File: src/rtl/kpd_pkg.sv
// Package for the keypad interrupt controller: the register address
// encodings and the bit positions of the fields that the host decodes.
// Assumes that register words are 16 bits wide.
package kpd_pkg;
    typedef enum logic [1:0] {
        KPD_A_STATUS = 2'd0,
        KPD_A_CFG2   = 2'd1,
        KPD_A_KDATA  = 2'd2,
        KPD_A_MASK   = 2'd3
    } kpd_addr_e;

    localparam int KPD_PEND_BIT = 15;
    localparam int KPD_SCAN_BIT = 14;
    localparam int KPD_DEB_HI   = 13;
    localparam int KPD_DEB_LO   = 11;
    localparam int KPD_DEB_W    = KPD_DEB_HI - KPD_DEB_LO + 1;
    localparam int KPD_MODE_HI  = 15;
    localparam int KPD_MODE_LO  = 14;
    localparam int KPD_MODE_W   = KPD_MODE_HI - KPD_MODE_LO + 1;
    localparam int KPD_DAVN_BIT = 15;
    localparam int KPD_M0_BIT   = 14;
endpackage

File: src/rtl/kpd_key_map.sv
// Pressed-key bitmap. There is one flop per key, set by a press event and
// cleared by a release event for that key. It also gives the value the
// bitmap takes after the current event, which the interrupt logic needs.
// Assumes at most one key event per cycle.
module kpd_key_map #(
    parameter int NUM_KEYS  = 16,
    parameter int KEY_IDX_W = $clog2(NUM_KEYS)
) (
    input  logic                 clk,
    input  logic                 rst_n,
    input  logic                 evt_valid,
    input  logic [KEY_IDX_W-1:0] evt_idx,
    input  logic                 evt_press,
    output logic [NUM_KEYS-1:0]  down,
    output logic [NUM_KEYS-1:0]  next_down
);
    for (genvar k = 0; k < NUM_KEYS; k++) begin : g_key
        logic hit;
        // Decode whether this event targets key k.
        assign hit = evt_valid && (evt_idx == KEY_IDX_W'(k));
        // Bitmap value after this cycle's event.
        assign next_down[k] = hit ? evt_press : down[k];
        // Hold one key's pressed state.
        always_ff @(posedge clk) begin
            if (!rst_n) down[k] <= 1'b0;
            else        down[k] <= next_down[k];
        end
    end


    press_sets_chk: assert property (@(posedge clk) disable iff (!rst_n)
        evt_valid && evt_press |=> down[$past(evt_idx)]);

    release_clears_chk: assert property (@(posedge clk) disable iff (!rst_n)
        evt_valid && !evt_press |=> !down[$past(evt_idx)]);
endmodule

File: src/rtl/kpd_pend_ctrl.sv
// Interrupt-pending flag. It is set by a press that leaves a visible key down
// while nothing is pending. It is cleared by a key event that leaves no
// visible key down (unless hold mode is on), by a scan write, or by a
// key-data read in read-clear mode. Assumes the request inputs are
// single-cycle strobes.
module kpd_pend_ctrl #(
    parameter int NUM_KEYS = 16
) (
    input  logic                clk,
    input  logic                rst_n,
    input  logic                evt_valid,
    input  logic                evt_press,
    input  logic [NUM_KEYS-1:0] next_down,
    input  logic [NUM_KEYS-1:0] mask,
    input  logic                hold_mode,
    input  logic                rdclr_mode,
    input  logic                scan_req,
    input  logic                kdata_rd,
    output logic                pend
);
    logic any_vis;
    logic set_c;
    logic clr_c;

    // Detect any unmasked key down after this cycle's event.
    assign any_vis = |(next_down & ~mask);

    // Combine the set source and the three clear sources.
    always_comb begin
        set_c = evt_valid && evt_press && any_vis && !pend;
        clr_c = (evt_valid && !any_vis && !hold_mode)
              || scan_req
              || (kdata_rd && rdclr_mode);
    end

    // Pending flag register; a set wins over any clear.
    always_ff @(posedge clk) begin
        if (!rst_n)     pend <= 1'b0;
        else if (set_c) pend <= 1'b1;
        else if (clr_c) pend <= 1'b0;
    end


    raise_chk: assert property (@(posedge clk) disable iff (!rst_n)
        !pend && evt_valid && evt_press && |(next_down & ~mask) |=> pend);

    hold_chk: assert property (@(posedge clk) disable iff (!rst_n)
        pend && hold_mode && !scan_req && !(kdata_rd && rdclr_mode) |=> pend);

    autoclr_chk: assert property (@(posedge clk) disable iff (!rst_n)
        pend && evt_valid && !hold_mode && (next_down & ~mask) == '0 |=> !pend);

    scan_clr_chk: assert property (@(posedge clk) disable iff (!rst_n)
        pend && scan_req |=> !pend);

    rd_clr_chk: assert property (@(posedge clk) disable iff (!rst_n)
        pend && kdata_rd && rdclr_mode |=> !pend);
endmodule

File: src/rtl/kpd_regs.sv
// Host register file: status/control, secondary configuration, key data
// and key mask. It decodes the writes, builds the read word and produces
// the access strobes for the pending logic. Assumes at most one access
// (read or write) per cycle.
module kpd_regs
    import kpd_pkg::*;
#(
    parameter int NUM_KEYS = 16,
    parameter int DATA_W   = 16
) (
    input  logic                clk,
    input  logic                rst_n,
    input  logic                wr,
    input  logic                rd,
    input  logic [1:0]          addr,
    input  logic [DATA_W-1:0]   wdata,
    input  logic [NUM_KEYS-1:0] down,
    input  logic                pend,
    input  logic                dav,
    output logic [DATA_W-1:0]   rdata,
    output logic [NUM_KEYS-1:0] mask,
    output logic [KPD_MODE_W-1:0] mode,
    output logic                scan_req,
    output logic                kdata_rd
);
    logic                 scan_q;
    logic [KPD_DEB_W-1:0] deb_q;

    // Strobes to the pending logic.
    assign scan_req = wr && (addr == KPD_A_STATUS) && wdata[KPD_SCAN_BIT];
    assign kdata_rd = rd && (addr == KPD_A_KDATA);

    // Status/control fields.
    always_ff @(posedge clk) begin
        if (!rst_n) begin
            scan_q <= 1'b0;
            deb_q  <= '0;
        end else if (wr && addr == KPD_A_STATUS) begin
            scan_q <= wdata[KPD_SCAN_BIT];
            deb_q  <= wdata[KPD_DEB_HI:KPD_DEB_LO];
        end
    end

    // Keypad mode field.
    always_ff @(posedge clk) begin
        if (!rst_n)                        mode <= '0;
        else if (wr && addr == KPD_A_CFG2) mode <= wdata[KPD_MODE_HI:KPD_MODE_LO];
    end

    // Key mask register.
    always_ff @(posedge clk) begin
        if (!rst_n)                        mask <= '0;
        else if (wr && addr == KPD_A_MASK) mask <= wdata[NUM_KEYS-1:0];
    end

    // Read-data multiplexer.
    always_comb begin
        rdata = '0;
        unique case (addr)
            KPD_A_STATUS: begin
                rdata[KPD_PEND_BIT]           = pend;
                rdata[KPD_SCAN_BIT]           = scan_q || (down == '0);
                rdata[KPD_DEB_HI:KPD_DEB_LO]  = deb_q;
            end
            KPD_A_CFG2: begin
                rdata[KPD_DAVN_BIT] = !dav;
                rdata[KPD_M0_BIT]   = mode[0];
            end
            KPD_A_KDATA: rdata[NUM_KEYS-1:0] = down & ~mask;
            KPD_A_MASK:  rdata[NUM_KEYS-1:0] = mask;
            default:     rdata = '0;
        endcase
    end


    mask_wr_chk: assert property (@(posedge clk) disable iff (!rst_n)
        wr && addr == KPD_A_MASK |=> mask == $past(wdata[NUM_KEYS-1:0]));

    mode_wr_chk: assert property (@(posedge clk) disable iff (!rst_n)
        !(wr && addr == KPD_A_CFG2) |=> $stable(mode));
endmodule

File: src/rtl/kpd_irq_ctrl.sv
// Top level of the keypad interrupt and key mask controller. It ties
// together the key bitmap, the pending-interrupt logic and the register
// file, and drives the active-low interrupt line from the pending flop.
// Assumes the key events and the register accesses are synchronous to clk.
module kpd_irq_ctrl
    import kpd_pkg::*;
#(
    parameter int NUM_KEYS  = 16,
    parameter int DATA_W    = 16,
    parameter int KEY_IDX_W = $clog2(NUM_KEYS)
) (
    input  logic                 clk,
    input  logic                 rst_n,
    input  logic                 key_evt_valid,
    input  logic [KEY_IDX_W-1:0] key_evt_idx,
    input  logic                 key_evt_press,
    input  logic                 reg_wr,
    input  logic                 reg_rd,
    input  logic [1:0]           reg_addr,
    input  logic [DATA_W-1:0]    reg_wdata,
    output logic [DATA_W-1:0]    reg_rdata,
    input  logic                 dav_in,
    output logic                 kbd_irq_n
);
    logic [NUM_KEYS-1:0]   down;
    logic [NUM_KEYS-1:0]   next_down;
    logic [NUM_KEYS-1:0]   mask;
    logic [KPD_MODE_W-1:0] mode;
    logic                  scan_req;
    logic                  kdata_rd;
    logic                  pend;

    kpd_key_map #(.NUM_KEYS(NUM_KEYS), .KEY_IDX_W(KEY_IDX_W)) u_map (
        .clk       (clk),
        .rst_n     (rst_n),
        .evt_valid (key_evt_valid),
        .evt_idx   (key_evt_idx),
        .evt_press (key_evt_press),
        .down      (down),
        .next_down (next_down)
    );

    kpd_pend_ctrl #(.NUM_KEYS(NUM_KEYS)) u_pend (
        .clk        (clk),
        .rst_n      (rst_n),
        .evt_valid  (key_evt_valid),
        .evt_press  (key_evt_press),
        .next_down  (next_down),
        .mask       (mask),
        .hold_mode  (mode[0]),
        .rdclr_mode (mode[1]),
        .scan_req   (scan_req),
        .kdata_rd   (kdata_rd),
        .pend       (pend)
    );

    kpd_regs #(.NUM_KEYS(NUM_KEYS), .DATA_W(DATA_W)) u_regs (
        .clk      (clk),
        .rst_n    (rst_n),
        .wr       (reg_wr),
        .rd       (reg_rd),
        .addr     (reg_addr),
        .wdata    (reg_wdata),
        .down     (down),
        .pend     (pend),
        .dav      (dav_in),
        .rdata    (reg_rdata),
        .mask     (mask),
        .mode     (mode),
        .scan_req (scan_req),
        .kdata_rd (kdata_rd)
    );

    // Active-low interrupt line, driven straight from the pending flop.
    assign kbd_irq_n = !pend;


    fall_by_press_chk: assert property (@(posedge clk) disable iff (!rst_n)
        $fell(kbd_irq_n) |-> $past(key_evt_valid && key_evt_press));

    masked_only_chk: assert property (@(posedge clk) disable iff (!rst_n)
        kbd_irq_n && (next_down & ~mask) == '0 |=> kbd_irq_n);
endmodule

File: config.mk
export PLATFORM = sky130hd
export DESIGN_NAME = kpd_irq_ctrl
export DESIGN_NICKNAME = d
export VERILOG_FILES = /design/src/rtl/kpd_pkg.sv /design/src/rtl/kpd_key_map.sv /design/src/rtl/kpd_pend_ctrl.sv /design/src/rtl/kpd_regs.sv /design/src/rtl/kpd_irq_ctrl.sv
export SDC_FILE = /design/constraint.sdc
export NUM_CORES = 1
export LEC_CHECK = 0
export ABC_AREA = 1
export BUFFER_PORTS_ARGS = -buffer_cell sky130_fd_sc_hd__buf_2
export CAP_MARGIN = 10
export CORE_MARGIN = 4
export CORE_UTILIZATION = 55
export DETAILED_ROUTE_END_ITERATION = 12
export GPL_TIMING_DRIVEN = 0
export PLACE_DENSITY = 0.8
export SYNTH_ARGS = -nofsm -noshare
export SYNTH_HDL_FRONTEND = slang
export SYNTH_HIERARCHICAL = 1
export SYNTH_SLANG_ARGS = --single-unit
File: constraint.sdc
create_clock -name clk -period 1.7 [get_ports clk]
set_clock_uncertainty 0.05 [all_clocks]
set_input_delay 0.425 -clock clk [delete_from_list [all_inputs] [get_ports clk]]
set_output_delay 0.425 -clock clk [all_outputs]
set_load 0.05 [all_outputs]
==> flow_summary.ini <==
[run_status]
status = complete, but fails checks
violations = setup timing

[synthesis]
synth-seq-cells = 39
synthFlopType = dfxtp_1
synthCells = 370
seq_area_frac_synth_pct = 33.9
synth_area_leaders = dfxtp_1, nand2_1, inv_1
avgSynthCellArea_um2 = 6.22
syn_nets = 399
yosysWarnings = 6
synth_top_cell_by_area = dfxtp_1
syn_area_um2 = 2300
synth_edf_count = 0
synth_top_area_share_pct = 33.9
synth-async-reset-ratio_pct = 0
yosys.cell_types.count = 25

[routing]
drtIter0Drc = 253
ant_nets = 0
dr.pass1.iters = 5
route.detailed.drc = 0
vias_per_cell = 5.52
num_vias = 2656
wire_per_inst_um = 15.4
wl_mm = 7.40

[final_layout]
final_nets = 459
diodes = 0
syn2layout_area_growth_pct = 34.4
drive_above_1_share_pct = 28.1
stdcell_count = 481

[power]
clockPowerShare_pct = 35.2
ir_worst_vdd_mv = 0.699
power_density_nw_per_um2 = 730
internal-power_uw = 1600
fin_total_pwr_uw = 2260
seqPwrFrac_pct = 43.4
p_comb_share_pct = 21.3
switchingPower_uw = 660
p_leak_uw = 0.00147
swShare_pct = 29.3

[sta]
setup_viol = 14
clock.fmax_mhz = 518
fin_crit_sh_pct = 114
relSlewSlack_pct = 69.7
hold_viol_final = 0
tightest_slew_ps = 454
post-route-min-period_ps = 1930
fin_ws_ps = -230
rsz0062_at_grt = true
slew_violations = 0

[critical_path]
critPathMostFrequentCell = nand2_1
worstSetupPathType = flip-flop to output port
crit_path_end_kind = output port
startpoint_type = flip-flop
crit_slowest_cell = dfxtp_2
worstPathArrival_ps = 1450
slowest_delay_ps = 350
critPathMaxFanout = 3
worst-path-buf-inv = 1
required_ps = 1220
critPathTopFamily = simple AND/OR/NAND/NOR gates
crit_path_cell_trace = nor2_2 -> nand2_1 -> nor2_1 -> nand2_1 -> a21oi_2 -> buf_6

[die]
die_y_um = 72.7
num_io_pins = 46
dieArea_um2 = 5280
core_area_um2 = 4030
die_x_um = 72.7
start_util_pct = 57.1
row_count = 23

[grt]
grt_pass1_wl_mm = 11.3
grtUsageTotal_pct = 27.9
grt_pass1_vias = 2386
gr-total-overflow = 0
antenna_found_initial = 0
grt_max_degree = 13

[clock_network]
clock-sinks = 39
cts-root-buf = clkbuf_8
clk_latency_ps = 290
cts_tree = built
numCtsBuffers = 5
hold_buffers = 0
clkSlewWorstSetupHoldPaths_ps = 80
htreeDepth = 2
clockBufferDepth = 2

[place]
dp_hpwl_mm = 4.89
gp_congestion = 0.924
dp_cells = 464
portBuffers = 44
dp_worst_setup_slack_ps = -326

[job]
drv_cap = 0

[hold_path]
hp-class = input pin to flip-flop
worst paths after layout:
check / start / to / slack [ps] / cells past startpoint
max: u_map/down[13] / reg_rdata[14] / -230 / 6
min: reg_wdata[13] / u_regs/deb_q[2] / 350 / 3
max reg2reg: u_map/down[6] / u_pend/pend / 240 / 10
min reg2reg: u_regs/mode[1] / u_regs/mode[1] / 400 / 2
routing by layer:
layer,vias up,track usage [%],share of wire (%)
li1,1278,-,-
met1,1198,36.7,40
met2,164,46.3,48
met3,16,4.41,10
met4,0,9.43,1.8
met5,-,0,0
Yosys cell counts (5+ instances only):
| library cell | instances |
|---|---|
| nand2_1 | 77 |
| inv_1 | 73 |
| nor2_1 | 53 |
| dfxtp_1 | 39 |
| nand3_1 | 30 |
| a21oi_1 | 20 |
| o21ai_0 | 17 |
| o21ai_1 | 17 |
| nand4_1 | 8 |
| o21bai_1 | 8 |
| buf_6 | 5 |
final cells by class:
type	instances	area, um^2
sequential	39	796
buffer	12	123
fill	296	937
tap	50	62.6
clock inverter	2	35.0
clock buffer	6	82.6
multi-input combinational	244	1300
inverter	75	289
timing repair buffer	53	404
worst min-delay path, cell delays in order:
cell and delay (ps):
buf_2 90, o21ai_0 70, nor2_1 70
timing repair:
action | 4_1_cts | 5_1_grt
pin swaps | 7 | 8
gates cloned | 1 | 0
setup buffers | 7 | 1
endpoints found under the setup margin | 16 | 17
resized for setup | 63 | 20
through the flow:
stage	util (%)	instance area (um^2)	hold slack [ps]	TNS, ps
after floorplan	-	2340	374	-3060
after global placement	65.2	2630	388	-3740
after detailed placement	65.2	2630	394	-3840
after CTS	74.4	3000	342	-474
after global routing	76.7	3090	360	-1580
final	76.7	3090	345	-969
state kept, by name (all words and copies together), names as in the netlist:
name           flops
u_regs/mode        2
u_regs/scan_q      1
u_map/down        16
u_regs/deb_q       3
u_pend/pend        1
u_regs/mask       16
kinds of logic after synthesis:
kind of cell | after synthesis | synth area share, %
buffers and inverters | 87 | 16.5
AOI/OAI and AO/OA | 69 | 16.8
and+or+nand+nor | 175 | 32.8
DFF | 39 | 33.9
placed cells by master (no fill, tap or decap), types with 2 or more instances in the layout:
cell type,instances
dfxtp_1,29
dfxtp_2,9
o21ai_1,17
nand2_2,2
nand3_2,12
o21ai_0,7
buf_2,28
buf_12,3
buf_6,18
nor2_2,5
o211ai_1,3
o21ai_2,11
clkbuf_8,7
o21bai_1,8
nand3_1,17
a21oi_1,19
nor2_1,48
nor2_4,3
inv_1,73
nand4_1,8
buf_4,12
nand2_1,75
clkbuf_1,2
power by group through the flow:
stage,Clock (uW),Combinational [uW],Sequential [uW]
3_3_place_gp,0,389,996
6_report,795,481,980
2_1_floorplan,0,284,988
3_5_place_dp,0,397,998
5_1_grt,838,523,984
4_1_cts,802,443,976
Note: power is estimated with default switching activity, not from simulation.
